--- config.mk ---
export PLATFORM = sky130hd
export DESIGN_NAME = hostFifoIrq
export DESIGN_NICKNAME = d
export VERILOG_FILES = /design/src/rtl/hfPkg.sv /design/src/rtl/hfDatapath.sv /design/src/rtl/hfControl.sv /design/src/rtl/hostFifoIrq.sv
export SDC_FILE = /design/constraint.sdc
export NUM_CORES = 2
export LEC_CHECK = 0
export ABC_AREA = 1
export ABC_CLOCK_PERIOD_IN_PS = 5600
export BUFFER_PORTS_ARGS = -buffer_cell sky130_fd_sc_hd__buf_2
export CORE_AREA = 2 2 471 706
export DETAILED_ROUTE_END_ITERATION = 10
export DIE_AREA = 0 0 473 708
export PLACE_DENSITY = 0.68
export SKIP_CTS_REPAIR_TIMING = 1
export SLEW_MARGIN = 5
export SYNTH_ARGS = -nofsm -noshare
export SYNTH_HDL_FRONTEND = slang
export SYNTH_SLANG_ARGS = --single-unit
--- constraint.sdc ---
create_clock -name clk -period 5.6 [get_ports clk]
set_clock_uncertainty 0.15 [all_clocks]
set_input_delay 1.4 -clock clk [delete_from_list [all_inputs] [get_ports clk]]
set_output_delay 1.4 -clock clk [all_outputs]
set_load 0.005 [all_outputs]
--- src/rtl/hfPkg.sv ---
package hfPkg;
  typedef struct packed {
    logic push;
    logic pop;
    logic flush;
    logic errSet;
  } hfStrobeT;

  localparam int ST_VID  = 0;
  localparam int ST_STAT = 1;
  localparam int ST_LAST = 2;
  localparam int ST_SVC  = 3;
  localparam int ST_ERR  = 4;
  localparam int ST_STOP = 5;
  localparam int ST_MEM  = 6;
  localparam int NSRC    = 7;
endpackage

--- src/rtl/hfDatapath.sv ---
module hfDatapath
  import hfPkg::*;
#(
  parameter int DEPTH = 128,
  parameter int WIDTH = 32,
  localparam int AW = $clog2(DEPTH),
  localparam int CW = $clog2(DEPTH + 1)
) (
  input  logic             clk,
  input  logic             rstN,
  input  hfStrobeT         strobe,
  input  logic [WIDTH-1:0] wrData,
  output logic [WIDTH-1:0] headData,
  output logic [CW-1:0]    count
);
  localparam logic [AW-1:0] LAST_IDX = AW'(DEPTH - 1);

  logic [WIDTH-1:0] mem [DEPTH];
  logic [AW-1:0] wrPtr, rdPtr;

  function automatic logic [AW-1:0] nextPtr(input logic [AW-1:0] p);
    return (p == LAST_IDX) ? '0 : p + 1'b1;
  endfunction

  always_ff @(posedge clk) begin
    if (strobe.push) mem[wrPtr] <= wrData;
  end

  always_ff @(posedge clk) begin
    if (!rstN || strobe.flush) begin
      wrPtr <= '0;
      rdPtr <= '0;
      count <= '0;
    end else begin
      if (strobe.push) wrPtr <= nextPtr(wrPtr);
      if (strobe.pop)  rdPtr <= nextPtr(rdPtr);
      case ({strobe.push, strobe.pop})
        2'b10:   count <= count + 1'b1;
        2'b01:   count <= count - 1'b1;
        default: count <= count;
      endcase
    end
  end

  assign headData = mem[rdPtr];

  a_r5_no_overflow: assert property (@(posedge clk) disable iff (!rstN)
    count <= CW'(DEPTH));
  a_r2_pop_nonempty: assert property (@(posedge clk) disable iff (!rstN)
    strobe.pop |-> count != '0);
  a_r11_flush_empties: assert property (@(posedge clk) disable iff (!rstN)
    strobe.flush |=> count == '0);
endmodule

--- src/rtl/hfControl.sv ---
module hfControl
  import hfPkg::*;
#(
  parameter int DEPTH = 128,
  parameter int STOP_MARGIN = 32,
  localparam int CW = $clog2(DEPTH + 1)
) (
  input  logic          clk,
  input  logic          rstN,
  input  logic          modeDecode,
  input  logic          hostWrEn,
  input  logic          hostRdEn,
  input  logic          coreWrEn,
  input  logic          coreRdEn,
  input  logic [CW-1:0] count,
  input  logic          regWrEn,
  input  logic [15:0]   regWrData,
  input  logic          vidErrIn,
  input  logic          statRdyIn,
  input  logic          lastCodeIn,
  input  logic          memErrIn,
  output hfStrobeT      strobe,
  output logic          modeQ,
  output logic [15:0]   regRdData,
  output logic          stopFlag,
  output logic          errFlag,
  output logic          irqOut
);
  localparam logic [CW-1:0] FULL_LVL = CW'(DEPTH);
  localparam logic [CW-1:0] HALF_LVL = CW'(DEPTH / 2);
  localparam logic [CW-1:0] STOP_LVL = CW'(DEPTH - STOP_MARGIN);

  logic [NSRC-1:0] enables, status;
  logic flushNow, wrReq, rdReq, isFull, isEmpty, svcFlag, errClr;
  logic unusedRegBits;

  assign unusedRegBits = ^{regWrData[15], regWrData[7:5], regWrData[3:0]};

  assign flushNow = modeDecode != modeQ;
  assign wrReq    = modeQ ? hostWrEn : coreWrEn;
  assign rdReq    = modeQ ? coreRdEn : hostRdEn;
  assign isFull   = count == FULL_LVL;
  assign isEmpty  = count == '0;

  always_comb begin
    strobe.flush  = flushNow;
    strobe.push   = !flushNow && wrReq && !isFull;
    strobe.pop    = !flushNow && rdReq && !isEmpty;
    strobe.errSet = !flushNow && ((wrReq && isFull) || (modeQ && coreRdEn && isEmpty));
  end

  assign stopFlag = modeQ ? (count >= STOP_LVL) : isEmpty;
  assign svcFlag  = modeQ ? (count <= HALF_LVL) : (count >= HALF_LVL);
  assign errClr   = regWrEn && regWrData[ST_ERR];

  always_comb begin
    status          = '0;
    status[ST_VID]  = vidErrIn;
    status[ST_STAT] = statRdyIn;
    status[ST_LAST] = lastCodeIn;
    status[ST_SVC]  = svcFlag;
    status[ST_ERR]  = errFlag;
    status[ST_STOP] = stopFlag;
    status[ST_MEM]  = memErrIn;
  end

  assign regRdData = {1'b0, enables, 1'b0, status};

  always_ff @(posedge clk) begin
    if (!rstN) begin
      modeQ   <= 1'b0;
      errFlag <= 1'b0;
      enables <= '0;
      irqOut  <= 1'b0;
    end else begin
      modeQ  <= modeDecode;
      irqOut <= |(status & enables);
      if (regWrEn) enables <= regWrData[14:8];
      if (strobe.errSet)  errFlag <= 1'b1;
      else if (errClr)    errFlag <= 1'b0;
    end
  end

  a_r6_err_sticky: assert property (@(posedge clk) disable iff (!rstN)
    errFlag && !errClr |=> errFlag);
  a_r6_set_wins: assert property (@(posedge clk) disable iff (!rstN)
    strobe.errSet |=> errFlag);
  a_r10_irq_raise: assert property (@(posedge clk) disable iff (!rstN)
    |(regRdData[6:0] & regRdData[14:8]) |=> irqOut);
  a_r10_irq_quiet: assert property (@(posedge clk) disable iff (!rstN)
    !(|(regRdData[6:0] & regRdData[14:8])) |=> !irqOut);
  a_r11_flush_quiet: assert property (@(posedge clk) disable iff (!rstN)
    flushNow |-> !strobe.push && !strobe.pop && !strobe.errSet);
endmodule

--- src/rtl/hostFifoIrq.sv ---
module hostFifoIrq
  import hfPkg::*;
#(
  parameter int DEPTH = 128,
  parameter int WIDTH = 32,
  parameter int STOP_MARGIN = 32,
  localparam int CW = $clog2(DEPTH + 1)
) (
  input  logic             clk,
  input  logic             rstN,
  input  logic             modeDecode,
  input  logic             hostWrEn,
  input  logic [WIDTH-1:0] hostWrData,
  input  logic             hostRdEn,
  output logic [WIDTH-1:0] hostRdData,
  input  logic             coreWrEn,
  input  logic [WIDTH-1:0] coreWrData,
  input  logic             coreRdEn,
  output logic [WIDTH-1:0] coreRdData,
  input  logic             regWrEn,
  input  logic [15:0]      regWrData,
  output logic [15:0]      regRdData,
  input  logic             vidErrIn,
  input  logic             statRdyIn,
  input  logic             lastCodeIn,
  input  logic             memErrIn,
  output logic             stopPin,
  output logic             errPin,
  output logic             irqOut
);
  hfStrobeT strobe;
  logic modeQ;
  logic [CW-1:0] count;
  logic [WIDTH-1:0] headData;

  hfControl #(.DEPTH(DEPTH), .STOP_MARGIN(STOP_MARGIN)) u_ctrl (
    .clk(clk), .rstN(rstN), .modeDecode(modeDecode),
    .hostWrEn(hostWrEn), .hostRdEn(hostRdEn),
    .coreWrEn(coreWrEn), .coreRdEn(coreRdEn), .count(count),
    .regWrEn(regWrEn), .regWrData(regWrData),
    .vidErrIn(vidErrIn), .statRdyIn(statRdyIn),
    .lastCodeIn(lastCodeIn), .memErrIn(memErrIn),
    .strobe(strobe), .modeQ(modeQ), .regRdData(regRdData),
    .stopFlag(stopPin), .errFlag(errPin), .irqOut(irqOut)
  );

  hfDatapath #(.DEPTH(DEPTH), .WIDTH(WIDTH)) u_data (
    .clk(clk), .rstN(rstN), .strobe(strobe),
    .wrData(modeQ ? hostWrData : coreWrData),
    .headData(headData), .count(count)
  );

  assign hostRdData = headData;
  assign coreRdData = headData;

  a_r7_pins: assert property (@(posedge clk) disable iff (!rstN)
    stopPin == regRdData[5] && errPin == regRdData[4]);
endmodule

; ---- Word level (Yosys, flattened, before mapping)
; Memories as Yosys holds them, arrays and structs flattened. A register that Yosys moved wholly into a read port is not among the register bits.
; Index checks and enable logic that the tools add are counted.
[totals]
ff_bits = 32
input_bits = 92
ramBits = 4096
memories = 1
[memory_table]
columns = memory, depth, width, read_ports, rd_clocked_by_memory_dff, wr, line
row1 = u_data.mem, 128, 32, 1, 1, 1, hfDatapath.sv:18  ; logic [WIDTH-1:0] mem [DEPTH];
[classes]
n_reduce_logical = 19
addsub = 4
eq_ne = 6
n_lt_le_gt_ge = 3
n_mux = 14
n_bitwise = 1
[op_table]
columns = operator, n
row1 = $mux 32, 1
row2 = $mux 7, 4
row3 = $ge 8x7->1 const B, 2
row4 = $pmux 8 s2, 1
row5 = $add 7x1->7 const B, 2
row6 = $eq 7x7->1 const B, 2
row7 = $logic_and 1x1->1, 9
row8 = $add 8x1->8 const B, 1
row9 = $eq 8x8->1 const B, 1
row10 = $le 8x7->1 const B, 1
row11 = $logic_not 8->1, 1
row12 = $mux 1, 8
row13 = $sub 8x1->8 const B, 1
row14 = $and 7x7->7, 1
row15 = $reduce_or 7->1, 1
row16 = $logic_not 1->1, 4
row17 = $reduce_bool 2->1, 2
row18 = $eq 2x1->1 const B, 1
row19 = $eq 2x2->1 const B, 1
row20 = $logic_or 1x1->1, 2
row21 = $ne 1x1->1, 1

; ---- Longest topological paths before layout
[logic_depth]
ltp_word = 6
ltp_mapped = 20

; ---- By module
; Synthesis repeated with hierarchy kept, for this count alone.
[unflattened]
hier_cells = 13785
area_unflattened_um2 = 167424.3
[modules_own_cells]
columns = module, area_per_inst_um2, cells_each, seq_area_each_um2, instances
row1 = hfDatapath, 166030.5, 13542, 123578.5, 1
row2 = hostFifoIrq, 732.0, 136, 0.0, 1
row3 = hfControl, 661.9, 107, 200.2, 1

; ---- Worst setup path before layout
; No wires, ideal clock.
[synth_path]
path_type = input to register
startpoint = input modeDecode
endpoint = memory u_data.mem[63][0] (enable)
setup_slack_ns = 0.390
t_arrival_ns = 4.599
cell_stages = 9
t_required_ns = 4.989
path_buffers = 0
cell_sequence = inv_1 > nor2_1 > a21oi_1 > nand2_2 > nor2_2 > nand3_1 > nor2_1 > inv_2 > nor3_1
[synth_via]
elab_chain_cells = 6
[synth_lines]
columns = element, line
row1 = from (decl), hostFifoIrq.sv:11  ; input logic modeDecode,
row2 = $ne 1x1->1, hfControl.sv:39  ; assign flushNow = modeDecode != modeQ;
row3 = $logic_not 1->1, hfControl.sv:47  ; strobe.push = !flushNow && wrReq && !isFull;
row4 = $logic_and 1x1->1 (2 in series), hfControl.sv:47
row5 = $mux 1, hfDatapath.sv:26  ; if (strobe.push) mem[wrPtr] <= wrData;
row6 = $mux 1 (implied by the code), hfDatapath.sv:26
row7 = to (decl), hfDatapath.sv:18
; Every way passes these cells.

==> out/results.txt <==
Wire per inst - 26.76 um
Root Buffer - clkbuf_16
Largest net degree at the start of global routing - 135
Worst hold path class - register to register
Worst VDD drop - 0.2676 mV
Mapped Cells - 12,840
CP Capture Type - primary output
Post-synth ARST share - 0%
Fin. Hold Viols - 0
Die Width - 473 um
Slew Viols, Final - 0
Crit path DAT - 4.14 ns
DR iter-0 viols - 13,390
Hold Crit Endpoint - u_data.count[0]$_SDFFE_PP0P_
Setup ws final - -0.09376 ns
WL final - 466.6 mm
Ratio of cells with drive above 1 in the final layout - 10.32%
CTS tree - yes
Max Clock Freq - 0.1756 GHz
Actual slew at the worst max-slew pin - 1.299 ns
DR vias/cell - 6.196
Cell area after layout - 0.1835 mm2
Synth Register Bits - 4,135
Critical Path Start Type - register
Post-synth cell types - 41
DP Wirelength - 256.7 mm
Initial antenna violation count - 19
Post-route ant nets - 0
Syn avg cell area - 12.75 um2
Synth area leader - edfxtp_1
Hold path depth - 2
CP max FO - 50
Nets@finish - 12,970
Leak pwr - 60.56 nW
Number of flops mapped to enable cells by yosys - 4,096
Placed inst area - 0.1717 mm2
Post-synth top cells - 4,096 x edfxtp_1, 2,035 x nor2_1, 1,580 x o21ai_0
Worst path required time - 4.05 ns
Max Buffers Root-to-Sink - 4
RSZ-0062 raised after global routing - true
Row Count - 258
Total congestion overflow - 0
Chip height - 708 um
Power Total - 64.13 mW
MaxCap Viol Count - 0
Worst R2R Start - u_ctrl.modeQ$_SDFF_PN0_
Die area - 0.3349 mm2
Status - finished with violations
First-pass GRT wire length - 666.7 mm
Top cell type's share of synthesized area - 75.12%
Core Region - 0.3286 mm2
Worst Min Path Start - u_data.count[0]$_SDFFE_PP0P_
Final setup vio count - 12
Fill cell count - 25,790
IO Port Bufs - 164
Drt first pass iters - 6
Setup Total Neg Slack - -0.5250 ns
Most common cell in the synthesized netlist - edfxtp_1
Clock Latency Late Sink - 0.91 ns
Worst R2R Setup Slack - 1.37 ns
Vias - 108,000
Main synth FF type - edfxtp_1
Failing checks - setup timing
Vias in the first global route - 101,900
Crit Reg-Reg Endpoint - u_data.mem[47][16]$_DFFE_PP_
Final worst-path cycle share - 101.7%
TritonCTS Sinks - 4,135
WS Path Type - register to primary output
Sequential element share of the synthesized area - 75.59%
P&R area growth vs syn - 12.04%
Pre-CTS setup slack - 0.6042 ns
H-tree Lvls - 5
# IOs - 175
Min cycle time layout - 5.694 ns
Starting Density - 49.83%
Top cells by area, synth - edfxtp_1 75%, o21ai_0 4.8%, nor2_1 4.7%
TritonCTS Buffers - 352
Cell area power density - 349.6 mW/mm2
Slew margin rel. - 13.41%
Total global routing track utilization - 26.84%
R2R depth - 10
Routability cong. - 0.8515
Drc violations - 0
CTS clock-pin slew for the worst setup and hold paths - 0.07 ns
Yosys warning total - 0
Cell area after synthesis - 0.1637 mm2
## where the power goes
part	internal [mW]	leakage (nW)	switching [mW]	total (mW)
Clock	13.2	5.40	10.9	24.0
Combinational	1.59	17.9	4.16	5.74
Sequential	34.3	37.2	0.0338	34.4
## placed cells by master (no fill, tap or decap), types with 6 or more instances in the layout
master,Yosys,routed
inv_1,145,143
buf_6,13,13
nor2_4,1,126
nand2_2,1,22
o21ai_1,389,389
o21ai_0,1580,1580
clkinvlp_4,0,14
clkbuf_1,545,57
buf_12,0,108
buf_4,77,328
nand4_1,6,6
nor3_1,11,8
inv_6,1,8
dfxtp_1,39,32
dfxtp_4,0,6
nand3_1,1172,1130
nand2_1,1331,1276
bufinv_16,0,27
o22ai_1,928,928
nand2_4,0,34
clkbuf_16,0,369
nor2_1,2035,1910
clkinv_2,0,58
buf_2,236,164
a21oi_1,114,114
nand3_2,0,42
edfxtp_1,4096,4096
buf_16,0,9
clkinv_1,1,92
## worst max-delay path by stage
| stage | start | slack, ns | to |
|---|---|---|---|
| detailed placement | register | 0.60 | coreRdData[10] |
| CTS | register | -0.38 | coreRdData[10] |
| floorplan | modeDecode | 0.39 | u_data.mem[63][0]$_DFFE_PP_ |
| global placement | register | 0.63 | hostRdData[10] |
| finish | register | -0.09 | coreRdData[15] |
| global route | register | -0.08 | hostRdData[5] |
## worst max-delay path, cell delays in order (launching register included)
cell,delay [ns]
dfxtp_4,0.40
buf_12,0.17
clkinv_16,0.16
buf_12,0.30
buf_6,0.30
nor2_1,0.08
o22ai_1,0.18
nand2_1,0.09
nand3_1,0.09
nand3_1,0.14
nand3_1,0.17
nand3_1,0.47
nand2_2,0.33
buf_2,0.16
## per-stage QoR
step | cells | utilization (%) | hold slack, ns
after floorplan | 12850 | - | 0.3386
after global placement | 16790 | 52.26 | 0.3554
after detailed placement | 16790 | 52.26 | 0.3619
after CTS | 17420 | 55.63 | 0.3733
after global routing | 17440 | 55.82 | 0.4088
final | 17440 | 55.83 | 0.3788
## area by class of cell
type	instances	area, um2	share of cell area (%)
sequential	4135	123800	67.48
multi-input combinational	7598	36560	19.93
clock buffer	423	9350	5.097
timing repair buffer	628	5979	3.259
tap	4290	5368	2.926
clock inverter	206	1718	0.9364
inverter	152	644.4	0.3512
timing repair inverter	2	22.52	0.01228
antenna	3	7.507	0.004092
## state kept, by name (all words and copies together) (netlist names), named ones only
signal	cells
u_data.rdPtr	7
u_data.mem	4096
u_ctrl.enables	7
u_ctrl.errFlag	1
u_data.count	8
u_ctrl.modeQ	1
u_data.wrPtr	7
u_ctrl.irqOut	1
## logic make-up (layout without fill, tap and decap cells)
logic type               count (synthesis)  count (layout)  synth area share, %
AND/OR/NAND/NOR                       4565            4565                11.40
adder cells (fa/ha/maj)                  4               4              0.03057
flip-flops                            4135            4135                75.59
buffers and inverters                 1112            1411                2.979
other                                    1               5             0.002290
AO/OA/AOI/OAI                         3022            3022                9.966
XOR/XNOR                                 5               5              0.02674
## routing by layer
layer  vias up  share of wire (%)  global-route usage (%)
met2      6366                 48                   44.33
met1     53290                 36                   34.40
met4         2                5.6                   14.37
li1      47270                  -                       -
met5         -             0.0015                       0
met3      1115                 10                   3.900
(Power assumes the default switching activity.)
